### src/rtl/pwm_timer_pkg.sv
// Shared encodings for the compare PWM timer.
package pwm_timer_pkg;

    typedef enum logic [1:0] {
        CM_STOP = 2'd0,
        CM_UP   = 2'd1,
        CM_FREE = 2'd2,
        CM_UPDN = 2'd3
    } cnt_mode_e;

    typedef enum logic [2:0] {
        OM_BIT     = 3'd0,
        OM_SET     = 3'd1,
        OM_TGL_CLR = 3'd2,
        OM_SET_CLR = 3'd3,
        OM_TGL     = 3'd4,
        OM_CLR     = 3'd5,
        OM_TGL_SET = 3'd6,
        OM_CLR_SET = 3'd7
    } out_mode_e;

endpackage

### src/rtl/pwm_tmr_counter.sv
// Counter core: holds the count, its direction and the period value.
// It works out the next count for the current mode and produces the
// per-tick events: the period match, the second action and the overflow.
// Assumes tick is a single-cycle strobe. Software loads and clears win
// over counting and never raise events.
module pwm_tmr_counter
    import pwm_timer_pkg::*;
#(
    parameter int CW = 16
) (
    input  logic          clk,
    input  logic          rst_n,
    input  logic          tick,
    input  logic [1:0]    mode,
    input  logic          cnt_we,
    input  logic [CW-1:0] cnt_wdata,
    input  logic          cnt_clr,
    input  logic          per_we,
    input  logic [CW-1:0] per_wdata,
    output logic [CW-1:0] cnt_q,
    output logic [CW-1:0] per_q,
    output logic          adv_o,
    output logic [CW-1:0] nxt_o,
    output logic          per_hit_o,
    output logic          second_o,
    output logic          ovf_evt_o
);
    localparam logic [CW-1:0] CMAX = {CW{1'b1}};
    localparam logic [CW-1:0] ONE  = CW'(1);

    cnt_mode_e     mode_e;
    logic          dir_q;      // 1 = counting down
    logic [CW-1:0] nxt;
    logic          ndir;
    logic          wrap_up;
    logic          ovf;

    assign mode_e = cnt_mode_e'(mode);
    assign adv_o  = tick && (mode_e != CM_STOP) && !cnt_we && !cnt_clr;

    // Next count, next direction and raw events for the selected mode.
    always_comb begin
        nxt     = cnt_q;
        ndir    = dir_q;
        wrap_up = 1'b0;
        ovf     = 1'b0;
        unique case (mode_e)
            CM_UP: begin
                if (cnt_q >= per_q) begin
                    nxt     = '0;
                    wrap_up = 1'b1;
                    ovf     = 1'b1;
                end else begin
                    nxt = cnt_q + ONE;
                end
            end
            CM_FREE: begin
                nxt = cnt_q + ONE;
                ovf = (cnt_q == CMAX);
            end
            CM_UPDN: begin
                if (!dir_q) begin
                    if (cnt_q >= per_q) begin
                        if (cnt_q != '0) begin
                            nxt  = cnt_q - ONE;
                            ndir = 1'b1;
                            if (nxt == '0) begin
                                ndir = 1'b0;
                                ovf  = 1'b1;
                            end
                        end
                    end else begin
                        nxt = cnt_q + ONE;
                    end
                end else begin
                    if (cnt_q == '0) begin
                        nxt  = ONE;
                        ndir = 1'b0;
                    end else begin
                        nxt = cnt_q - ONE;
                        if (nxt == '0) begin
                            ndir = 1'b0;
                            ovf  = 1'b1;
                        end
                    end
                end
            end
            default: ;
        endcase
    end

    assign nxt_o     = nxt;
    assign per_hit_o = adv_o && (nxt == per_q);
    assign second_o  = (mode_e == CM_UP) ? (adv_o && wrap_up) : per_hit_o;
    assign ovf_evt_o = adv_o && ovf;

    // Count register: clear, then load, then counting.
    always_ff @(posedge clk) begin
        if (!rst_n)       cnt_q <= '0;
        else if (cnt_clr) cnt_q <= '0;
        else if (cnt_we)  cnt_q <= cnt_wdata;
        else if (adv_o)   cnt_q <= nxt;
    end

    // Direction register, only meaningful in up/down mode.
    always_ff @(posedge clk) begin
        if (!rst_n)                            dir_q <= 1'b0;
        else if (cnt_clr || mode_e != CM_UPDN) dir_q <= 1'b0;
        else if (adv_o)                        dir_q <= ndir;
    end

    // Period register, written directly with no staging copy.
    always_ff @(posedge clk) begin
        if (!rst_n)      per_q <= '0;
        else if (per_we) per_q <= per_wdata;
    end

endmodule

### src/rtl/pwm_tmr_channel.sv
// One output channel: compare value, output mode, manual bit and the
// registered pin. On a tick it applies the second action first and its
// own compare action last, so two opposing actions on one tick resolve
// deterministically. Assumes the events come from pwm_tmr_counter.
module pwm_tmr_channel
    import pwm_timer_pkg::*;
#(
    parameter int CW = 16
) (
    input  logic          clk,
    input  logic          rst_n,
    input  logic          adv,
    input  logic [CW-1:0] nxt,
    input  logic          second,
    input  logic          cmp_we,
    input  logic [CW-1:0] cmp_wdata,
    input  logic          mode_we,
    input  logic [2:0]    mode_wdata,
    input  logic          bit_we,
    input  logic          bit_wdata,
    output logic          pin_o
);
    logic [CW-1:0] cmp_q;
    out_mode_e     mode_q;
    logic          bit_q;
    logic          own_evt;
    logic          after_sec;
    logic          pin_d;

    assign own_evt = adv && (nxt == cmp_q);

    // Pin update: second action first, then the channel's own action.
    always_comb begin
        after_sec = pin_o;
        if (second) begin
            unique case (mode_q)
                OM_TGL_CLR, OM_SET_CLR: after_sec = 1'b0;
                OM_TGL_SET, OM_CLR_SET: after_sec = 1'b1;
                default: ;
            endcase
        end
        pin_d = after_sec;
        if (own_evt) begin
            unique case (mode_q)
                OM_SET, OM_SET_CLR:             pin_d = 1'b1;
                OM_TGL, OM_TGL_CLR, OM_TGL_SET: pin_d = ~after_sec;
                OM_CLR, OM_CLR_SET:             pin_d = 1'b0;
                default: ;
            endcase
        end
        if (mode_q == OM_BIT) pin_d = bit_q;
    end

    // Channel configuration registers.
    always_ff @(posedge clk) begin
        if (!rst_n) begin
            cmp_q  <= '0;
            mode_q <= OM_BIT;
            bit_q  <= 1'b0;
        end else begin
            if (cmp_we)  cmp_q  <= cmp_wdata;
            if (mode_we) mode_q <= out_mode_e'(mode_wdata);
            if (bit_we)  bit_q  <= bit_wdata;
        end
    end

    // Registered pin.
    always_ff @(posedge clk) begin
        if (!rst_n) pin_o <= 1'b0;
        else        pin_o <= pin_d;
    end

endmodule

### src/rtl/pwm_tmr_flags.sv
// Sticky period-match and overflow flags. A set on the same edge wins
// over the clear strobe. Assumes one-cycle event strobes.
module pwm_tmr_flags (
    input  logic clk,
    input  logic rst_n,
    input  logic per_hit,
    input  logic ovf_evt,
    input  logic per_clr,
    input  logic ovf_clr,
    output logic per_flag_o,
    output logic ovf_flag_o
);
    // Period-match flag.
    always_ff @(posedge clk) begin
        if (!rst_n)       per_flag_o <= 1'b0;
        else if (per_hit) per_flag_o <= 1'b1;
        else if (per_clr) per_flag_o <= 1'b0;
    end

    // Overflow flag.
    always_ff @(posedge clk) begin
        if (!rst_n)       ovf_flag_o <= 1'b0;
        else if (ovf_evt) ovf_flag_o <= 1'b1;
        else if (ovf_clr) ovf_flag_o <= 1'b0;
    end

endmodule

### src/rtl/pwm_timer_top.sv
// Top of the compare PWM timer: one counter core, NCH output channels
// built by generate, and the two sticky flags. Assumes all write
// strobes are synchronous single-cycle pulses.
module pwm_timer_top #(
    parameter int CW  = 16,
    parameter int NCH = 2
) (
    input  logic           clk,
    input  logic           rst_n,
    input  logic           tick,
    input  logic [1:0]     cnt_mode,
    input  logic           cnt_we,
    input  logic [CW-1:0]  cnt_wdata,
    input  logic           cnt_clr,
    input  logic           per_we,
    input  logic [CW-1:0]  cmp_wdata,
    input  logic [NCH-1:0] chan_cmp_we,
    input  logic [NCH-1:0] chan_mode_we,
    input  logic [2:0]     chan_mode_wdata,
    input  logic [NCH-1:0] chan_bit_we,
    input  logic           chan_bit_wdata,
    input  logic           per_flag_clr,
    input  logic           ovf_flag_clr,
    output logic [CW-1:0]  count_o,
    output logic [NCH-1:0] pwm_o,
    output logic           per_flag_o,
    output logic           ovf_flag_o
);
    logic [CW-1:0] per_q;
    logic          adv;
    logic [CW-1:0] nxt;
    logic          per_hit;
    logic          second;
    logic          ovf_evt;

    pwm_tmr_counter #(.CW(CW)) u_cnt (
        .clk       (clk),
        .rst_n     (rst_n),
        .tick      (tick),
        .mode      (cnt_mode),
        .cnt_we    (cnt_we),
        .cnt_wdata (cnt_wdata),
        .cnt_clr   (cnt_clr),
        .per_we    (per_we),
        .per_wdata (cmp_wdata),
        .cnt_q     (count_o),
        .per_q     (per_q),
        .adv_o     (adv),
        .nxt_o     (nxt),
        .per_hit_o (per_hit),
        .second_o  (second),
        .ovf_evt_o (ovf_evt)
    );

    for (genvar gi = 0; gi < NCH; gi++) begin : g_chan
        pwm_tmr_channel #(.CW(CW)) u_chan (
            .clk        (clk),
            .rst_n      (rst_n),
            .adv        (adv),
            .nxt        (nxt),
            .second     (second),
            .cmp_we     (chan_cmp_we[gi]),
            .cmp_wdata  (cmp_wdata),
            .mode_we    (chan_mode_we[gi]),
            .mode_wdata (chan_mode_wdata),
            .bit_we     (chan_bit_we[gi]),
            .bit_wdata  (chan_bit_wdata),
            .pin_o      (pwm_o[gi])
        );
    end

    pwm_tmr_flags u_flags (
        .clk        (clk),
        .rst_n      (rst_n),
        .per_hit    (per_hit),
        .ovf_evt    (ovf_evt),
        .per_clr    (per_flag_clr),
        .ovf_clr    (ovf_flag_clr),
        .per_flag_o (per_flag_o),
        .ovf_flag_o (ovf_flag_o)
    );

endmodule

### config.mk
export PLATFORM = sky130hd
export DESIGN_NAME = pwm_timer_top
export DESIGN_NICKNAME = d
export VERILOG_FILES = /design/src/rtl/pwm_timer_pkg.sv /design/src/rtl/pwm_tmr_counter.sv /design/src/rtl/pwm_tmr_channel.sv /design/src/rtl/pwm_tmr_flags.sv /design/src/rtl/pwm_timer_top.sv
export SDC_FILE = /design/constraint.sdc
export NUM_CORES = 1
export LEC_CHECK = 0
export ABC_AREA = 1
export BUFFER_PORTS_ARGS = -buffer_cell sky130_fd_sc_hd__buf_2
export CORE_MARGIN = 3
export CORE_UTILIZATION = 55
export CTS_BUF_LIST = sky130_fd_sc_hd__clkbuf_8 sky130_fd_sc_hd__clkbuf_16
export DETAILED_ROUTE_END_ITERATION = 6
export PLACE_DENSITY_LB_ADDON = 0.3
export REMOVE_ABC_BUFFERS = 1
export SETUP_SLACK_MARGIN = 0.2
export SYNTH_ARGS = -nofsm -noshare
export SYNTH_HDL_FRONTEND = slang
export SYNTH_SLANG_ARGS = --single-unit
### constraint.sdc
create_clock -name clk -period 3.58 [get_ports clk]
set_input_delay 0.179 -clock clk [delete_from_list [all_inputs] [get_ports clk]]
set_output_delay 0.179 -clock clk [all_outputs]
set_load 0.05 [all_outputs]
==> impl_results.md, run 1 <==
* Worst R2R End: g_chan[0].u_chan.pin_o$_SDFF_PN0_
* Max_slew headroom at 11.6%
* Total CTS buffers at 9
* Initial DRC Count at 812
* Remaining Overflow, GRT at 0
* Main combinational cell family by area after synthesis: simple AND/OR/NAND/NOR gates
* Dpl cells at 1,162
* Endpoints failing hold at 0
* Vias per std cell at 5.74
* ANT cells at 0
* Initial Util at 57.8%
* Num rows at 37
* Area contributors post-synth: dfxtp_1 (25%), nand2_1 (15%), nand3_1 (7.5%)
* CTS tree: yes
* Final period util at 89.3%
* Hpwl dp at 15.7 mm
* CP Data Required Time at 3860 ps
* CP Capture Point: g_chan[0].u_chan.pin_o$_SDFF_PN0_
* Setup violations, final at 0
* Crit start category: flop
* P per Cell Area at 360 nW/um2
* Data arrival, critical path at 3480 ps
* Num Clock Sinks at 77
* Max-cap violations at 0
* Seq cells post-synth at 77
* Routed Antenna Nets at 0
* Vias at 6,810
* Worst reg2reg startpoint: u_cnt.cnt_q[0]$_SDFFE_PP0P_
* Primary FF master, synth: dfxtp_1
* Number of synthesized flops with an enable pin at 0
* GRT Total Usage at 32.4%
* Synth cell types at 42
* Peak VDD IR at 349 uV
* Crit Path Max Fanout at 7
* Share of cells above drive strength 1 at 19.1%
* Drc violations at 0
* Mapped Cells at 971
* # fillers at 1,044
* DIE HEIGHT at 111 um
* H-tree depth at 3
* Crit path launch: u_cnt.cnt_q[0]$_SDFFE_PP0P_
* Final Max Slew Viols at 0
* Post-synth top area share at 25.3%
* FF-to-FF setup slack at 380 ps
* CTS Root Cell: clkbuf_8
* Adder-cell share of the synthesized area at 4.31%
* Die area at 12,400 um2
* Non-filler cells in the finished layout at 1,187
* NumNets Final at 1,119
* Area Overhead vs Synth at 14.6%
* IO Pins at 72
* Register area share after synthesis at 25.3%
* Synth Area in Compound Gates at 12.2%
* Worst-Skew Late Latency at 380 ps
* Drt pass-1 iters at 5
* Xor/xnor cell area share of the yosys netlist at 6.13%
* Per-cell routed wire length at 17.3 um
* Die width at 111 um
* Status: complete, no violations
* Clk pin slew, worst setup/hold paths at 90 ps
* Critical path class: flop to flop
* First-pass GRT wire length at 32.0 mm
* Syn Area/Cell at 6.28 um2
* Worst Hold Class: input port to flop
* LEAKAGE at 3.39 nW
* Crit path time final at 3200 ps
* Clock buffer depth at 2
* Syn. warnings at 0
* I/O Buffers at 71
* Crit end category: flop
* RSZ-0062 raised after global routing: no
* Slew @ Worst Pin at 1320 ps
* Post-synthesis mux area share at 0%
* Worst Reg2Reg Path Length in Cells at 23
* Largest net degree at the start of global routing at 61
* Hold WS at 41.5 ps
* Vias in the first global route at 6,038
* Total Negative Setup Slacks at 0 ps
* Layout Utilization at 66.2%
* Mapped Area at 6100 um2
* Leading area contributor after synthesis: dfxtp_1
* Worst-case clock skew at 11.5 ps
* Final WL at 20.5 mm
* Core ar. at 10,600 um2
* Initial antenna violation count at 0
* Simple-gate share of the synthesized area at 42.9%
* Fmax at 313 MHz
* Ys async rst share at 0%
* RePlAce Congestion at 1.03
## report_power, final
group	leakage, nW	internal, mW	switching, mW	total (mW)
logic	2.64	0.270	0.565	0.835
registers	0.640	0.910	0.0416	0.952
clock network	0.107	0.362	0.370	0.732
## logic make-up (layout without fill, tap and decap cells)
group | after synthesis | in the layout
XOR/XNOR | 41 | 41
adder cells (fa/ha/maj) | 21 | 21
AND/OR/NAND/NOR | 550 | 552
buffers and inverters | 139 | 217
flip-flops | 77 | 77
AO/OA/AOI/OAI | 143 | 143
## worst min-delay path by stage
stage	start	end	slack, ps	cells past startpoint
2_1_floorplan	chan_bit_we[0]	g_chan[0].u_chan.bit_q$_SDFFE_PN0P_	270	1
3_3_place_gp	chan_bit_we[0]	g_chan[0].u_chan.bit_q$_SDFFE_PN0P_	370	2
3_5_place_dp	chan_bit_we[0]	g_chan[0].u_chan.bit_q$_SDFFE_PN0P_	380	2
4_1_cts	chan_mode_wdata[1]	g_chan[0].u_chan.mode_q[1]$_SDFFE_PN0P_	30	3
5_1_grt	chan_mode_wdata[1]	g_chan[0].u_chan.mode_q[1]$_SDFFE_PN0P_	30	3
6_report	chan_mode_wdata[1]	g_chan[0].u_chan.mode_q[1]$_SDFFE_PN0P_	40	3
## per-stage QoR
step | setup WS, ps | power (mW) | cell area [um2]
2_1_floorplan | 281 | 1.50 | 5930
3_3_place_gp | 265 | 1.74 | 6600
3_5_place_dp | 227 | 1.75 | 6600
4_1_cts | 209 | 2.47 | 6830
5_1_grt | 185 | 2.65 | 6990
6_report | 384 | 2.52 | 6990
## critical path, stage by stage, from the launching register on
cell,delay [ps]
dfxtp_1,320
inv_1,120
buf_4,200
ha_1,170
nand2_1,90
nor3_1,150
nand4_1,220
ha_1,250
a21oi_1,230
nand2_1,100
nand2_1,100
nand2_2,90
nand2_1,80
nand3_1,100
nor2_1,130
nand2_1,50
nor2_1,120
nand4_1,160
nand3_1,130
nand3_1,80
nand2_1,60
nand3_1,60
nand2_1,60
inv_1,30
## cell usage in the layout (no fill, tap or decap), drive strengths merged, types with 5 or more instances in the layout
| cell | count |
|---|---|
| a31oi | 16 |
| buf | 95 |
| nand3 | 111 |
| or2 | 6 |
| inv | 102 |
| xor2 | 39 |
| clkinv | 5 |
| nor3 | 11 |
| nand2 | 270 |
| a21oi | 54 |
| nor2 | 111 |
| clkbuf | 11 |
| ha | 21 |
| nand4 | 33 |
| dfxtp | 77 |
| o21ai | 72 |
## final cells by class
cell class | instances | area [um2] | share of cell area (%)
Inverter | 104 | 393 | 5.62
Clock buffer | 11 | 151 | 2.17
Timing Repair Buffer | 97 | 568 | 8.13
Tap cell | 136 | 170 | 2.43
Sequential cell | 77 | 1550 | 22.2
Multi-Input combinational cell | 757 | 4100 | 58.6
Clock inverter | 5 | 58.8 | 0.841
## sequential cells by signal, summed over array words and instances (netlist names)
name / flops
g_chan.u_chan.cmp_q: 32
u_cnt.cnt_q: 16
u_cnt.per_q: 16
g_chan.u_chan.mode_q: 6
g_chan.u_chan.bit_q: 2
g_chan.u_chan.pin_o: 2
u_cnt.dir_q: 1
u_flags.ovf_flag_o: 1
u_flags.per_flag_o: 1
## timing repair
item / 4_1_cts / 5_1_grt
endpoints found under the hold margin: 2 / 0
setup buffers: 0 / 5
resized for setup: 0 / 25
setup endpoints to repair: 0 / 2
hold buffers: 2 / 0
## cell usage after synthesis (2+ instances only)
master / n
a21oi_1: 53
a31oi_1: 16
buf_1: 2
buf_2: 3
buf_4: 6
buf_6: 2
clkbuf_1: 21
clkinv_1: 4
dfxtp_1: 77
ha_1: 21
inv_1: 93
inv_2: 7
nand2_1: 247
nand2_2: 19
nand2_4: 3
nand3_1: 92
nand3_2: 17
nand3b_1: 3
nand4_1: 27
nand4_2: 6
nor2_1: 102
nor2_2: 5
nor2_4: 4
nor3_1: 8
nor3_2: 3
nor4_1: 2
o21ai_0: 66
o21ai_1: 6
or2_1: 4
or2_2: 2
xnor2_1: 2
xor2_1: 37
xor2_2: 2
## per-layer routing
metal | global-route usage [%] | wire [um] | vias to the layer above
li1 | - | - | 3332
met1 | 44.3 | 8610 | 3079
met2 | 50.3 | 9230 | 340
met3 | 6.66 | 2030 | 59
met4 | 12.7 | 617 | 0
met5 | 0 | 0 | -
Note: power is estimated with default switching activity, not from simulation.
==> inputs of run 2 (changes only) <==
- RECOVER_POWER: unset -> 100
==> impl_results.md, run 2 (same netlist as run 1, synthesis figures left out) <==
* Max-cap violations at 1
* IO Pins at 72
* Hold WS at 41.1 ps
* Clk pin slew, worst setup/hold paths at 90 ps
* Endpoints failing hold at 0
* Slowest cell on crit path: dfxtp_1
* Most used cell along the critical path: nand2_1
* CTS tree: yes
* Data arrival, critical path at 3500 ps
* Worst path buffer plus inverter count at 1
* FF-to-FF setup slack at 360 ps
* Die width at 111 um
* Area Overhead vs Synth at 14.1%
* Post-route cell area at 6960 um2
* RePlAce Congestion at 1.03
* Crit start category: flop
* Pre-CTS WS at 227 ps
* Total Negative Setup Slacks at 0 ps
* Slew @ Worst Pin at 2060 ps
* NumNets Final at 1,119
* Crit Path Max Fanout at 8
* Clock buffer depth at 2
* Most flops, register: g_chan.u_chan.cmp_q
* Per-cell routed wire length at 17.4 um
* Hpwl dp at 15.7 mm
* Core ar. at 10,600 um2
* CTS Root Cell: clkbuf_8
* RSZ-0062 raised after global routing: no
* Worst-case clock skew at 11.3 ps
* Largest net degree at the start of global routing at 61
* Critical-path cell list: ha_1 -> nand4_1 -> a21oi_1 -> nor2_4 -> nand3_4 -> nand3_1 -> nand2_1 -> nand2_1 -> nand2_1 -> nand2_1 -> nand2_1 -> nand2_1 -> nand3_1 -> nor2_1 -> nand4_1 -> nand3_1 -> nand3_1 -> nand2_1 -> nand3_1 -> nand2_1 -> inv_1
* Final Max Slew Viols at 61
* Crit path max-delay family: simple AND/OR/NAND/NOR gates
* Psw at 0.976 mW
* Vias in the first global route at 6,038
* Dpl cells at 1,162
* CP Data Required Time at 3860 ps
* # fillers at 1,060
* Max_slew headroom at -37.4%
* Initial Util at 57.8%
* Switch share at 38.8%
* Placement Cell Area at 6600 um2
* Drc violations at 0
* Most frequent cells in the layout: nand2_1 (246), nor2_1 (101), inv_1 (93), nand3_1 (89), dfxtp_1 (69)
* Setup violations, final at 0
* Remaining Overflow, GRT at 0
* Fmax at 311 MHz
* Drt pass-1 iters at 5
* Status: complete, but fails checks
* Design Power at 2.52 mW
* Share of cells above drive strength 1 at 17.0%
* Non-filler cells in the finished layout at 1,187
* Initial DRC Count at 806
* Num rows at 37
* Setup ws final at 362 ps
* Vias at 6,834
* Routed Antenna Nets at 0
* I/O Buffers at 71
* H-tree depth at 3
* Worst-Skew Late Latency at 370 ps
* Crit path time final at 3220 ps
* Leading cell type in the layout, fill and taps excluded: nand2_1
* Top flop regs: g_chan.u_chan.cmp_q x32, u_cnt.cnt_q x16, u_cnt.per_q x16
* Peak VDD IR at 350 uV
* Clk network pwr share at 29.0%
* Vias per std cell at 5.76
* Final period util at 89.9%
* Failing checks: max-capacitance violations, max-slew violations
* First-pass GRT wire length at 32.0 mm
* Crit end category: flop
* Largest stage delay on the critical path at 520 ps
* Initial antenna violation count at 0
* LEAKAGE at 3.30 nW
* P per Cell Area at 362 nW/um2
* Final WL at 20.6 mm
* Layout Utilization at 65.9%
* DIE HEIGHT at 111 um
* Total CTS buffers at 9
* GRT Total Usage at 32.4%
* Num Clock Sinks at 77
* Max reg flops at 32
* Worst Hold Class: input port to flop
* Sequential share of power at 37.8%
* Comb pwr share at 33.2%
* Critical path class: flop to flop
* Pint at 1.54 mW
* ANT cells at 0
* Die area at 12,400 um2
-- run 2: changes by cell type in the layout (fill, tap and decap cells not counted), sizes merged --
cell | before | now
buf | 95 | 74
clkbuf | 11 | 32
-- run 2: final timing paths --
check        cells past startpoint                                      end                             from
min                              3  g_chan[0].u_chan.mode_q[1]$_SDFFE_PN0P_               chan_mode_wdata[1]
min reg2reg                      2          u_flags.ovf_flag_o$_SDFFE_PN0P_  u_flags.ovf_flag_o$_SDFFE_PN0P_
max                             21        g_chan[0].u_chan.pin_o$_SDFF_PN0_     u_cnt.cnt_q[14]$_SDFFE_PP0P_
max reg2reg                     21        g_chan[0].u_chan.pin_o$_SDFF_PN0_     u_cnt.cnt_q[14]$_SDFFE_PP0P_
-- run 2: layout make-up --
cell class	count	area [um2]	share of cell area, %
multi-input cells	757	4100	58.8
flip-flops and latches	77	1550	22.3
repair buffers	97	539	7.75
inverters	104	393	5.65
well taps	136	170	2.45
clock buffers	11	151	2.18
clock inverters	5	58.8	0.845
-- run 2: routing by layer --
metal  part of all wire (%)  vias up  track usage (%)
met5                      0        -                0
met4                    3.1        0             12.7
met3                     10       61             6.66
met2                     45      370             50.3
met1                     42     3071             44.3
li1                       -     3332                -
-- run 2: power by group through the flow --
| stage | clock, mW | combinational, mW | sequential (mW) |
|---|---|---|---|
| after global routing | 0.773 | 0.918 | 0.958 |
| final | 0.730 | 0.834 | 0.952 |
| after CTS | 0.735 | 0.784 | 0.949 |
| after detailed placement | 0 | 0.778 | 0.969 |
| after global placement | 0 | 0.777 | 0.967 |
| after floorplan | 0 | 0.508 | 0.995 |
-- run 2: tightest hold or removal path, cell delays in order --
cell    delay (ps)
buf_2           90
nor2_1          40
nor2_1          80
-- run 2: what timing repair did --
action | CTS | global route
setup buffers | 0 | 5
hold buffers | 2 | 0
hold endpoints to repair | 2 | 0
gates resized for setup | 0 | 25
setup endpoints to repair | 0 | 2
